## config.mk

```make
export PLATFORM = sky130hd
export DESIGN_NAME = keyed_fault_injector
export DESIGN_NICKNAME = d
export VERILOG_FILES = /design/src/rtl/kfi_pkg.sv /design/src/rtl/kfi_ctrl.sv /design/src/rtl/kfi_datapath.sv /design/src/rtl/keyed_fault_injector.sv
export SDC_FILE = /design/constraint.sdc
export NUM_CORES = 1
export LEC_CHECK = 0
export ABC_AREA = 1
export BUFFER_PORTS_ARGS = -buffer_cell sky130_fd_sc_hd__buf_2
export CAP_MARGIN = 40
export CORE_MARGIN = 4
export CORE_UTILIZATION = 30
export DETAILED_ROUTE_END_ITERATION = 8
export PLACE_DENSITY = 0.44
export SYNTH_ARGS = -nofsm -noshare
export SYNTH_HDL_FRONTEND = slang
export SYNTH_HIERARCHICAL = 1
export SYNTH_SLANG_ARGS = --single-unit
```

## constraint.sdc

```tcl
create_clock -name clk -period 7.24 [get_ports clk]
set_input_delay 0 -clock clk [delete_from_list [all_inputs] [get_ports clk]]
set_output_delay 0 -clock clk [all_outputs]
set_load 0.05 [all_outputs]
```

## src/rtl/kfi_pkg.sv

```systemverilog
package kfi_pkg;
  localparam int NUM_GRP = 5;
  localparam int ADDR_W = 3;
  localparam logic [23:0] UNLOCK_KEY = 24'h534649;
  localparam logic [ADDR_W-1:0] A_CTRL = 3'd0;
  localparam logic [ADDR_W-1:0] A_STAT = 3'd1;
  localparam int GRP_BASE = 2;
  // groups whose injection is always non-correctable
  localparam logic [NUM_GRP-1:0] NC_ALWAYS = 5'b01110;

  typedef struct packed {
    logic [NUM_GRP-1:0] grpWr;
    logic [NUM_GRP-1:0] rdGrp;
    logic [NUM_GRP-1:0] inject;
    logic               dbl;
  } kfi_strobe_t;
endpackage

```

## src/rtl/kfi_ctrl.sv

```systemverilog
module kfi_ctrl
  import kfi_pkg::*;
(
  input  logic              clk,
  input  logic              rstN,
  input  logic              wrEn,
  input  logic              rdEn,
  input  logic [ADDR_W-1:0] addr,
  input  logic [31:0]       wrData,
  output kfi_strobe_t       strobe,
  output logic              singleErr,
  output logic              dataErr,
  output logic              nonCorr,
  output logic              fiOff
);
  logic ctrlWr, keyOk, keyedWr, injGo, disGo, statRd, ncHit;
  logic [NUM_GRP-1:0] fSel;
  logic dblMode, disReq;
  logic unusedBit;

  assign unusedBit = wrData[6];
  assign ctrlWr  = wrEn && (addr == A_CTRL);
  assign keyOk   = (wrData[31:8] == UNLOCK_KEY);
  assign keyedWr = ctrlWr && keyOk;
  assign fSel    = wrData[NUM_GRP-1:0];
  assign dblMode = wrData[5];
  assign disReq  = wrData[7];
  assign statRd  = rdEn && (addr == A_STAT);

  assign injGo = keyedWr && !fiOff && (|fSel);
  assign disGo = keyedWr && disReq && (fSel == '0) && !dataErr && !nonCorr;
  assign ncHit = (|(fSel & NC_ALWAYS)) || (dblMode && (|(fSel & ~NC_ALWAYS)));

  always_comb begin
    strobe.inject = injGo ? fSel : '0;
    strobe.dbl    = dblMode;
    for (int i = 0; i < NUM_GRP; i++) begin
      strobe.grpWr[i] = wrEn && (addr == ADDR_W'(GRP_BASE + i));
      strobe.rdGrp[i] = (addr == ADDR_W'(GRP_BASE + i));
    end
  end

  always_ff @(posedge clk or negedge rstN) begin
    if (!rstN) begin
      singleErr <= 1'b0;
      dataErr   <= 1'b0;
      nonCorr   <= 1'b0;
    end else if (injGo) begin
      singleErr <= 1'b1;
      dataErr   <= 1'b1;
      nonCorr   <= nonCorr | ncHit;
    end else if (statRd) begin
      singleErr <= 1'b0;
      dataErr   <= 1'b0;
      nonCorr   <= 1'b0;
    end
  end

  always_ff @(posedge clk or negedge rstN) begin
    if (!rstN)      fiOff <= 1'b0;
    else if (disGo) fiOff <= 1'b1;
  end
endmodule

```

## src/rtl/kfi_datapath.sv

```systemverilog
module kfi_datapath
  import kfi_pkg::*;
#(
  parameter int DATA_W = 16
) (
  input  logic              clk,
  input  logic              rstN,
  input  kfi_strobe_t       strobe,
  input  logic [DATA_W-1:0] wrWord,
  output logic [31:0]       grpWord
);
  function automatic int calcPar(int dw);
    int p;
    p = 1;
    for (int i = 0; i < 32; i++)
      if ((1 << p) < dw + p + 1) p = p + 1;
    return p;
  endfunction

  localparam int PAR_W = calcPar(DATA_W);
  localparam int POS_N = DATA_W + PAR_W;
  localparam int CW_W  = POS_N + 1;

  function automatic logic [CW_W-1:0] encode(logic [DATA_W-1:0] d);
    logic [CW_W-1:0] cw;
    int j;
    cw = '0;
    j = 0;
    for (int pos = 1; pos <= POS_N; pos++)
      if ((pos & (pos - 1)) != 0) begin
        cw[pos] = d[j];
        j++;
      end
    for (int p = 0; p < PAR_W; p++) begin
      logic b;
      b = 1'b0;
      for (int pos = 1; pos <= POS_N; pos++)
        if (((pos >> p) & 1) == 1) b = b ^ cw[pos];
      cw[1 << p] = b;
    end
    cw[0] = ^cw[POS_N:1];
    return cw;
  endfunction

  // returns {uncorrectable, corrected, data}
  function automatic logic [DATA_W+1:0] decode(logic [CW_W-1:0] cwIn);
    logic [CW_W-1:0] cw;
    logic [PAR_W-1:0] syn;
    logic [DATA_W-1:0] d;
    logic corr, uncorr;
    int j;
    cw = cwIn;
    corr = 1'b0;
    uncorr = 1'b0;
    for (int p = 0; p < PAR_W; p++) begin
      logic b;
      b = 1'b0;
      for (int pos = 1; pos <= POS_N; pos++)
        if (((pos >> p) & 1) == 1) b = b ^ cw[pos];
      syn[p] = b;
    end
    if (^cw) begin
      corr = 1'b1;
      if ((syn != '0) && (int'(syn) <= POS_N)) cw[syn] = ~cw[syn];
    end else if (syn != '0) begin
      uncorr = 1'b1;
    end
    d = '0;
    j = 0;
    for (int pos = 1; pos <= POS_N; pos++)
      if ((pos & (pos - 1)) != 0) begin
        d[j] = cw[pos];
        j++;
      end
    return {uncorr, corr, d};
  endfunction

  logic [CW_W-1:0] store [NUM_GRP];
  logic [DATA_W+1:0] dec [NUM_GRP];
  logic [CW_W-1:0] flipMask;

  assign flipMask = strobe.dbl ? CW_W'(3) : CW_W'(1);

  for (genvar g = 0; g < NUM_GRP; g++) begin : g_grp
    always_ff @(posedge clk or negedge rstN) begin
      if (!rstN)                  store[g] <= '0;
      else if (strobe.grpWr[g])   store[g] <= encode(wrWord);
      else if (strobe.inject[g])  store[g] <= store[g] ^ flipMask;
    end
    assign dec[g] = decode(store[g]);
  end

  always_comb begin
    logic [DATA_W+1:0] sel;
    sel = '0;
    for (int g = 0; g < NUM_GRP; g++)
      if (strobe.rdGrp[g]) sel = sel | dec[g];
    grpWord = '0;
    grpWord[DATA_W-1:0] = sel[DATA_W-1:0];
    grpWord[30] = sel[DATA_W];
    grpWord[31] = sel[DATA_W+1];
  end
endmodule

```

## src/rtl/keyed_fault_injector.sv

```systemverilog
module keyed_fault_injector
  import kfi_pkg::*;
#(
  parameter int DATA_W = 16
) (
  input  logic              clk,
  input  logic              rstN,
  input  logic              wrEn,
  input  logic              rdEn,
  input  logic [ADDR_W-1:0] addr,
  input  logic [31:0]       wrData,
  output logic [31:0]       rdData
);
  kfi_strobe_t strobe;
  logic singleErr, dataErr, nonCorr, fiOff;
  logic [31:0] grpWord;

  kfi_ctrl u_ctrl (
    .clk(clk), .rstN(rstN), .wrEn(wrEn), .rdEn(rdEn), .addr(addr),
    .wrData(wrData), .strobe(strobe), .singleErr(singleErr),
    .dataErr(dataErr), .nonCorr(nonCorr), .fiOff(fiOff)
  );

  kfi_datapath #(.DATA_W(DATA_W)) u_dp (
    .clk(clk), .rstN(rstN), .strobe(strobe),
    .wrWord(wrData[DATA_W-1:0]), .grpWord(grpWord)
  );

  always_comb begin
    rdData = '0;
    if (rdEn) begin
      if (addr == A_CTRL)      rdData = {24'h0, fiOff, 7'h0};
      else if (addr == A_STAT) rdData = {29'h0, nonCorr, dataErr, singleErr};
      else                     rdData = grpWord;
    end
  end
endmodule

```

; ---- Word level (Yosys, flattened, before mapping)
; Index checks and enable logic that the tools add are counted.
; W data, S select, Z words.
[totals]
reg_bits = 113
in_bits = 39
output_inout_bits = 32
elab_cells = 1293
[op_classes]
add_sub_neg = 70
n_lt_le_gt_ge = 90
n_eq_ne = 7
muxes = 653
bitwise_logic = 410
n_reduce_logical = 55
[op_table]
columns = cell, n
row1 = $mux W32, 78
row2 = $lt A32 B6 Y1 const B, 75
row3 = $add A32 B2 Y32 const B, 70
row4 = $mux W1, 458
row5 = $mux W22, 20
row6 = $xor A1 B1 Y1, 395
row7 = $bmux W1 S4, 75
row8 = $bwmux W22, 5
row9 = $reduce_xor A22 Y1, 5
row10 = $xor A22 B22 Y22, 5
row11 = $reduce_xor A21 Y1, 5
row12 = $mux W18, 5
row13 = $or A18 B18 Y18, 4
row14 = $lt A5 B6 Y1 const B, 5
row15 = $bmux W1 S5, 5
row16 = $demux W1 S5, 5
row17 = $ge A5 B1 Y1 const B, 5
row18 = $le A5 B5 Y1 const B, 5
row19 = $logic_and A1 B1 Y1, 25
row20 = $reduce_bool A5 Y1, 5
row21 = $eq A24 B23 Y1 const B, 1
row22 = $reduce_bool A2 Y1, 6
row23 = $eq A3 B3 Y1 const B, 3
row24 = $eq A3 B2 Y1 const B, 2
row25 = 12 further kinds, 18

; ---- Longest topological paths before layout
; Gate-level depths: netlist (run 1).
[depth]
ltp_word = 39
mapped_depth = 29
depth_no_buf = 28

; ---- Modules after synthesis
; Netlist (run 1), hierarchy kept.
[by_module_without_submodules]
columns = mod, n_inst, cells_each, area_each_um2, seq_area_each_um2
row1 = kfi_datapath, 1, 1900, 11343.4, 2752.6
row2 = kfi_ctrl, 1, 86, 449.2, 75.1
row3 = keyed_fault_injector, 1, 86, 361.6, 0.0

; ---- Worst setup path before layout (run 1)
; OpenSTA, ideal clock, no wires.
[synth_path]
path_type = register -> output
from = register u_dp/store[29] (netlist name)
to = output port rdData[1]
t_arrival_ns = 3.014
required_ns = 7.240
path_slack_ns = 4.226
path_stages_with_launch = 19
n_path_buf = 0
cell_sequence = dfrtp_1 xnor2_1 xnor2_2 xor2_1 xor2_2 inv_2 nand2_1 nand2_1 nand2_4 nand2_2 nor2_1 o21ai_1 a21oi_1 nor2_1 nand2_1 inv_1 nand2_1 nand3_1 nor2_1
[synth_via]
elab_chain_len = 22
elab_cells_between_ends = 44
cone_classes = 3 x order compare / 12 x mux / 25 x bitwise / 4 x reduce/logical
[synth_rtl]
columns = element, line
row1 = "start, declared", kfi_datapath.sv:78  ; logic [CW_W-1:0] store [NUM_GRP];
row2 = "start signal, assigned by index", kfi_datapath.sv:87  ; else if (strobe.grpWr[g]) store[g] <= encode(wrWord);
row3 = "start signal, assigned by index", kfi_datapath.sv:88  ; else if (strobe.inject[g]) store[g] <= store[g] ^ flipMask;
row4 = $xor A1 B1 Y1 (8 in series), kfi_datapath.sv:59  ; if (((pos >> p) & 1) == 1) b = b ^ cw[pos];
row5 = $lt A5 B6 Y1 (not written as such) or $ge A5 B1 Y1 (tied branches), kfi_datapath.sv:64  ; if ((syn != '0) && (int'(syn) <= POS_N)) cw[syn] = ~cw[syn];
row6 = $logic_and A1 B1 Y1 (not written as such), kfi_datapath.sv:64
row7 = $mux W1 (not written as such), kfi_datapath.sv:64
row8 = $demux W1 S5, --
row9 = $bwmux W22, kfi_datapath.sv:64
row10 = $mux W22, kfi_datapath.sv:64
row11 = $mux W22 *, kfi_datapath.sv:62  ; if (^cw) begin
row12 = $or A18 B18 Y18 *, kfi_datapath.sv:97  ; if (strobe.rdGrp[g]) sel = sel | dec[g];
row13 = $mux W18 *, kfi_datapath.sv:97
row14 = $or A18 B18 Y18, kfi_datapath.sv:97
row15 = $mux W18 *, kfi_datapath.sv:97
row16 = named net grpWord[1], keyed_fault_injector.sv:16  ; logic [31:0] grpWord;
row17 = $mux W32 *, keyed_fault_injector.sv:33  ; else if (addr == A_STAT) rdData = {29'h0, nonCorr, dataErr, singleErr};
row18 = $mux W32 *, keyed_fault_injector.sv:32  ; if (addr == A_CTRL) rdData = {24'h0, fiOff, 7'h0};
row19 = $mux W32 *, keyed_fault_injector.sv:31  ; if (rdEn) begin
row20 = "end, declared", keyed_fault_injector.sv:12  ; output logic [31:0] rdData
; The timed path passes the listed nets; every way through them passes the cells marked *. The select of a mux whose other input is x is not followed.

; ---- Worst setup path after layout (run 1)
[layout_path]
from = register u_dp/store[79] (netlist name)
to = output port rdData[1]
[layout_via]
elab_chain_len = 23
elab_cells_between_ends = 39
cone_classes = 3 x order compare / 14 x mux / 18 x bitwise / 4 x reduce/logical
[layout_rtl]
columns = element, line
row1 = $xor A1 B1 Y1 (5 in series), kfi_datapath.sv:59
row2 = $lt A5 B6 Y1 (not written as such) or $ge A5 B1 Y1 (tied branches), kfi_datapath.sv:64
row3 = $logic_and A1 B1 Y1 (not written as such), kfi_datapath.sv:64
row4 = $mux W1 (not written as such), kfi_datapath.sv:64
row5 = $demux W1 S5, --
row6 = $bwmux W22, kfi_datapath.sv:64
row7 = $mux W22, kfi_datapath.sv:64
row8 = $mux W22 *, kfi_datapath.sv:62
row9 = [... 4 more ...], --
row10 = $or A18 B18 Y18, kfi_datapath.sv:97
row11 = $mux W18 *, kfi_datapath.sv:97
row12 = $or A18 B18 Y18, kfi_datapath.sv:97
row13 = $mux W18 *, kfi_datapath.sv:97
row14 = named net grpWord[1], keyed_fault_injector.sv:16
row15 = $mux W32 *, keyed_fault_injector.sv:33
row16 = $mux W32 *, keyed_fault_injector.sv:32
row17 = $mux W32 *, keyed_fault_injector.sv:31
; Marked as above.

==> flow_summary.toml, run 1 <==
[route]
drc = 0
wl_um = 46600
dr.pass1.iters = 5
wl_per_cell_um = 17.7
via_per_inst = 4.76
ant_nets = 0
dr.first_iter.drc_count = 1055
vias = 12500

[yosys]
ys_warn_count = 6
syn_inst = 2072
ys.flop_type = "dfrtp_1"
synth_fa_ha_area_share_pct = 0
synth_compound_area_share_pct = 7.75
synth_mux_area_share_pct = 0
ys_async_sr_fraction_pct = 100
ys_types = 45
synthXorXnorAreaFrac_pct = 13.2
synth-seq-cells = 113
avgSynthCellArea_um2 = 5.87
synth_top_family_by_area = "simple AND/OR/NAND/NOR gates"
seq_area_frac_synth_pct = 23.3
yosys.area_share.simple_pct = 42.6
synth_edf_count = 0
netlist_area_um2 = 12200

[clock_network]
cts_max_level = 4
cts_tree = "done"
cts_num_sinks = 113
cts_setup_buffers = 0
numCtsBuffers = 17
clockBufferDepth = 2
clk_pin_slew_ps = 60
cts_root_buf = "clkbuf_16"
clock_latency_ps = 450

[min_path]
worst_hold_path_type = "in2reg"
min_from = "wrData[3]"
whs_path_depth = 3
min_to = "u_dp/store[95]$_DFFE_PN0P_"

[setup_path]
r2r_cells = 7
critPathRequiredTime_ps = 7240
r2r_setup_slack_ps = 5750
cp_max_fo = 16
cp_common_cell = "nand2_1"
end_kind = "output pin"
path_cells = "xnor2_1 > nand2_1 > nand3_1 > nand2_1 > nand2_1 > nand3_1 > nand2_1 > nand2_1 > nand2_1 > nand2_1 > nand2_1 > nand2_1 > nand3_1 > nand3_2 > nand2_1 > nand2_1 > nand2_1 > nor2_1 > nand2_1 > inv_1 > nand2_1 > nand3_1 > nor2_1 > buf_2"
critical_path_class = "reg2out"
start_kind = "flip-flop"
r2r-start = "u_ctrl/fiOff$_DFFE_PN0P_"
worstPathArrival_ps = 4360
slowest_delay_ps = 560
slowest_stage = "nand2_1"
critPathTopFamily = "simple AND/OR/NAND/NOR gates"
r2r_end = "u_dp/store[23]$_DFFE_PN0N_"
timing.critical_path.buf_inv = 2

[timing]
rsz0062_at_grt = "false"
maxSlewViolCount = 0
finalHoldViolCount = 0
fin_ws_ps = 2880
setup-violations-final = 0
finalCriticalPeriod_ps = 4360
fin_skew_ps = 2.25
fmax_ghz = 0.230
period_share_pct = 60.2
worst_pin_slew_ps = 891
tns_ps = 0
slew_headroom_pct = 39.8

[job]
maxCapViolations = 0

[final_layout]
utilization_pct = 34.0
antenna_cells = 0
fin_nets = 2138
area_growth_pct = 11.8
drive_gt1_share_pct = 8.66

[placement]
gp_congestion = 0.919
place_hpwl_um = 35000
io_buffer_count = 56
place_ws_ps = 3340

[run_status]
outcome = "finished clean"

[floorplanning]
die_w_um = 209
io_pins = 71
fp.dieArea_um2 = 43800
initial_core_util_pct = 30.5
core-area_um2 = 39900
row_count = 73
chipHeight_um = 209

[pwr]
p_leak_nw = 6.86
peakVddDrop_uv = 212
power_density_nw_per_um2 = 560

[global_route]
grt_start_max_net_pins = 55
grt_pass1_wl_um = 71500
grt_use_total_pct = 21.3
grt_pass1_vias = 12000
antenna_found_initial = 2
grt-ovfl-total = 0
[through the flow]
stage | instances | power, mW | area [um2] | hold slack [ps]
3_3_place_gp | 2585 | 6.60 | 12700 | 110
3_5_place_dp | 2588 | 6.61 | 12800 | 106
2_1_floorplan | 2085 | 5.45 | 12200 | -296
6_report | 2637 | 7.61 | 13600 | 23.9
5_1_grt | 2637 | 8.39 | 13600 | 10.1
4_1_cts | 2637 | 7.61 | 13600 | 1.44
[tightest hold or removal path, cell delays in order]
cell     delay [ps]
buf_2           250
nand2_1         100
o21ai_0          70
[layout make-up]
class                   instances  area [um2]
fillers                      4548       26300
multi-input cells            1596        7800
flip-flops and latches        113        2830
inverters                     284        1070
well taps                     525         657
repair buffers                 87         582
clock buffers                  23         498
clock inverters                 9         151
[cell families (layout without fill, tap and decap cells)]
| family | after synthesis | count (layout) |
|---|---|---|
| xor+xnor | 171 | 171 |
| flops | 113 | 113 |
| other cells | 1 | 14 |
| compound gates | 177 | 177 |
| buf+inv | 376 | 403 |
| simple gates | 1234 | 1234 |
[worst max path at each step]
stage                                           from        end  cells past startpoint
after floorplan           u_dp/store[29]$_DFFE_PN0P_  rdData[1]                     18
after global placement    u_dp/store[79]$_DFFE_PN0P_  rdData[0]                     24
after detailed placement  u_dp/store[79]$_DFFE_PN0P_  rdData[1]                     24
after CTS                 u_dp/store[79]$_DFFE_PN0P_  rdData[1]                     24
after global routing      u_dp/store[79]$_DFFE_PN0P_  rdData[1]                     24
final                     u_dp/store[79]$_DFFE_PN0P_  rdData[1]                     24
[metal layers]
metal	vias to the layer above	GRT usage, %	share of wire [%]
met4	0	6.01	2.4
li1	6355	-	-
met1	5828	30.3	48
met5	-	0	0
met2	308	32.8	44
met3	57	4.26	5.5
[report_power, final]
group          switching (mW)  leakage [nW]  internal, mW
clock network           0.335         0.319         0.620
logic                    4.01          5.15          1.61
registers               0.251          1.39         0.786
[synth_stat cells, types with 2 or more instances]
master	number	area (um2)
clkbuf_2	4	20.0
xor2_2	2	32.5
nor2_2	5	31.3
o21ai_0	110	551
nand3b_1	16	120
xnor2_2	7	114
o21a_1	3	22.5
nor2_1	271	1020
o21ai_1	19	95.1
or2_1	3	18.8
nand2_4	2	22.5
nand4_1	13	81.3
buf_4	25	188
xnor2_1	99	867
xor2_1	61	534
inv_2	10	37.5
nand3_1	160	801
nand3_2	16	160
buf_6	5	56.3
nand2_1	709	2660
nor2_4	4	45.0
inv_1	272	1020
a21oi_2	10	87.6
buf_2	20	100
dfrtp_1	113	2830
clkbuf_1	35	131
a21oi_1	31	155
nand2_2	15	93.8
nor3_1	16	80.1
[cell usage in the layout, fill, tap and decap left out, drive strengths merged]
cell	count
dlygate4sd3	17
clkinvlp	1
nand3	177
clkinv	5
o21a	3
nand2	726
or2	3
a21oi	41
dfrtp	113
inv	283
o22ai	1
nand3b	16
nor3	16
o21ai	129
xor2	64
nand2b	2
nand4	13
clkbuf	23
a21boi	1
o311ai	1
bufinv	4
nor2	280
buf	70
xnor2	107
conb	14
nor4	1
o221ai	1
[what timing repair did]
action,4_1_cts,5_1_grt
gates resized for setup,0,0
hold buffers,17,0
hold endpoints to repair,92,0
[registers in the layout, summed over array words and instances (netlist names)]
register,flops
u_ctrl/nonCorr,1
u_ctrl/dataErr,1
u_ctrl/fiOff,1
u_dp/store,110
Note: power is estimated with default switching activity, not from simulation.
==> run 2, diff against run 1 <==
--- a/config.mk
+++ b/config.mk
@@ -11,7 +11,7 @@
 export CORE_MARGIN = 4
 export CORE_UTILIZATION = 30
 export DETAILED_ROUTE_END_ITERATION = 8
-export PLACE_DENSITY = 0.44
+export PLACE_DENSITY = 0.46
 export SYNTH_ARGS = -nofsm -noshare
 export SYNTH_HDL_FRONTEND = slang
 export SYNTH_HIERARCHICAL = 1
==> constraint.sdc (replaced) <==
create_clock -name clk -period 3.82 [get_ports clk]
set_input_delay 0 -clock clk [delete_from_list [all_inputs] [get_ports clk]]
set_output_delay 0 -clock clk [all_outputs]
set_load 0.05 [all_outputs]
==> run 2 against run 1 <==
Net effect: the run now ends with negative hold slack left; clock skew is 8.6 ps higher; non-clock buffer count is 21 higher; die area stayed put; via count is 1.9% higher; worst hold slack worse by 27 ps; clock-buffer cell count is 2 lower; sequential share of layout area is 0.70 points lower; global-route usage is 0.18 points lower; flip-flop and latch count stayed put.
==> flow_summary.toml, run 2 (synthesized netlist as in run 1, its figures left out) <==
[run_status]
outcome = "finished with violations"
violations = "negative hold slack"

[placement]
io_buffer_count = 56
gp_congestion = 0.890
place_hpwl_um = 35300
dp.cells = 2603
place_ws_ps = 343

[final_layout]
final_common_cell = "nand2_1"
fin_nets = 2164
area_growth_pct = 16.4
largest-register = "u_dp/store"
largest_register_ffs = 110
drive_gt1_share_pct = 13.7
final_cell_mix = "nand2_1, inv_1, nor2_1, nand3_1, o21ai_0"
final_cells = 2662
fillCellCount = 4417
antenna_cells = 0
utilization_pct = 35.4

[timing]
finalHoldViolCount = 1
setup-violations-final = 0
hold-worst-slack_ps = -3.09
fin_skew_ps = 10.9
fin_ws_ps = 224
slew_headroom_pct = 39.6
period_share_pct = 94.1
finalCriticalPeriod_ps = 3600
maxSlewViolCount = 0
tns_ps = 0
fmax_ghz = 0.278
worst_pin_slew_ps = 903

[floorplanning]
io_pins = 71
initial_core_util_pct = 30.5
fp.dieArea_um2 = 43800
chipHeight_um = 209
die_w_um = 209
core-area_um2 = 39900
row_count = 73

[clock_network]
cts_tree = "done"
cts_max_level = 4
cts_num_sinks = 113
clockBufferDepth = 2
cts_root_buf = "clkbuf_16"
numCtsBuffers = 17
clk_pin_slew_ps = 60
clock_latency_ps = 440

[route]
via_per_inst = 4.80
wl_per_cell_um = 17.7
vias = 12800
wl_um = 47100
drc = 0
dr.first_iter.drc_count = 1098
dr.pass1.iters = 5
ant_nets = 0

[setup_path]
critical_path_class = "reg2out"
start_kind = "flip-flop"
worstPathArrival_ps = 3600
cp_max_fo = 10
critPathRequiredTime_ps = 3820
end_kind = "output pin"

[min_path]
worst_hold_path_type = "in2reg"

[job]
maxCapViolations = 0

[global_route]
grt_start_max_net_pins = 62
grt_use_total_pct = 21.1
grt-ovfl-total = 0
grt_pass1_vias = 12000
grt_pass1_wl_um = 71300
antenna_found_initial = 1
run 2: cell count changes in the layout (fill, tap and decap cells not counted), sizes merged, moves of 2 or more:
cell | previous run | this run
buf | 70 | 94
dlygate4sd3 | 17 | 9
clkinvlp | 1 | 6
bufinv | 4 | 1
clkbuf | 23 | 26
nand2 | 726 | 729
nand3 | 177 | 179
run 2: path summary, 6_finish.rpt:
check	from	end	slack (ps)	cells after the start
worst min-delay path	wrData[10]	u_dp/store[103]$_DFFE_PN0P_	-3	3
worst min register to register	u_dp/store[60]$_DFFE_PN0P_	u_dp/store[60]$_DFFE_PN0P_	530	2
worst max register to register	u_ctrl/fiOff$_DFFE_PN0P_	u_dp/store[67]$_DFFE_PN0N_	2280	6
worst max-delay path	u_dp/store[41]$_DFFE_PN0P_	rdData[2]	220	17
min in group asynchronous	rstN	u_dp/store[21]$_DFFE_PN0P_	120	3
max in group asynchronous	rstN	u_dp/store[27]$_DFFE_PN0P_	3300	3
run 2: final cells by class:
type	instances	area, um2	area share (%)
Clock inverter	10	87.6	0.619
Tap cell	525	657	4.64
Sequential cell	113	2840	20.1
Multi-Input combinational cell	1601	8220	58.1
Inverter	284	1080	7.63
Timing Repair Buffer	108	797	5.63
Clock buffer	21	460	3.25
run 2: metrics by stage:
stage          hold slack (ps)  area (um2)
2_1_floorplan             -296       12200
3_3_place_gp               154       12900
3_5_place_dp              88.9       12900
4_1_cts                   7.40       13600
5_1_grt                   6.14       14100
6_report                 -3.09       14100
run 2: metal layers:
layer	part of all wire (%)	GRT usage [%]	wire length, um	up-vias
met3	5.0	2.86	2350	70
met5	0.021	0	10	-
li1	-	-	-	6427
met4	3.1	7.11	1460	2
met2	45	33.5	21000	343
met1	47	29.6	22300	5946
run 2: timing repair:
action | CTS | global route
pin swaps | 0 | 14
hold endpoints to repair | 143 | 0
endpoints found under the setup margin | 16 | 16
buffers inserted | 0 | 14
resized for setup | 9 | 120
hold buffers | 9 | 0
cloned | 0 | 5
run 2: worst max-delay path, cell delays in order (launching register included):
cell,delay [ps]
dfrtp_1,490
xnor2_2,360
xnor2_2,200
xnor2_4,170
xor2_4,350
inv_4,110
nand2_1,80
nand2_1,70
nand2_1,80
nand3_2,80
nand3_4,170
buf_4,230
a21oi_2,100
nor2_2,190
nand2_1,80
a21oi_1,120
nor2_1,60
clkbuf_4,210
Power of run 2 is left out: the tool's default activity adds up to more than one toggle a clock period on the data nets, which glitch-free logic cannot reach.
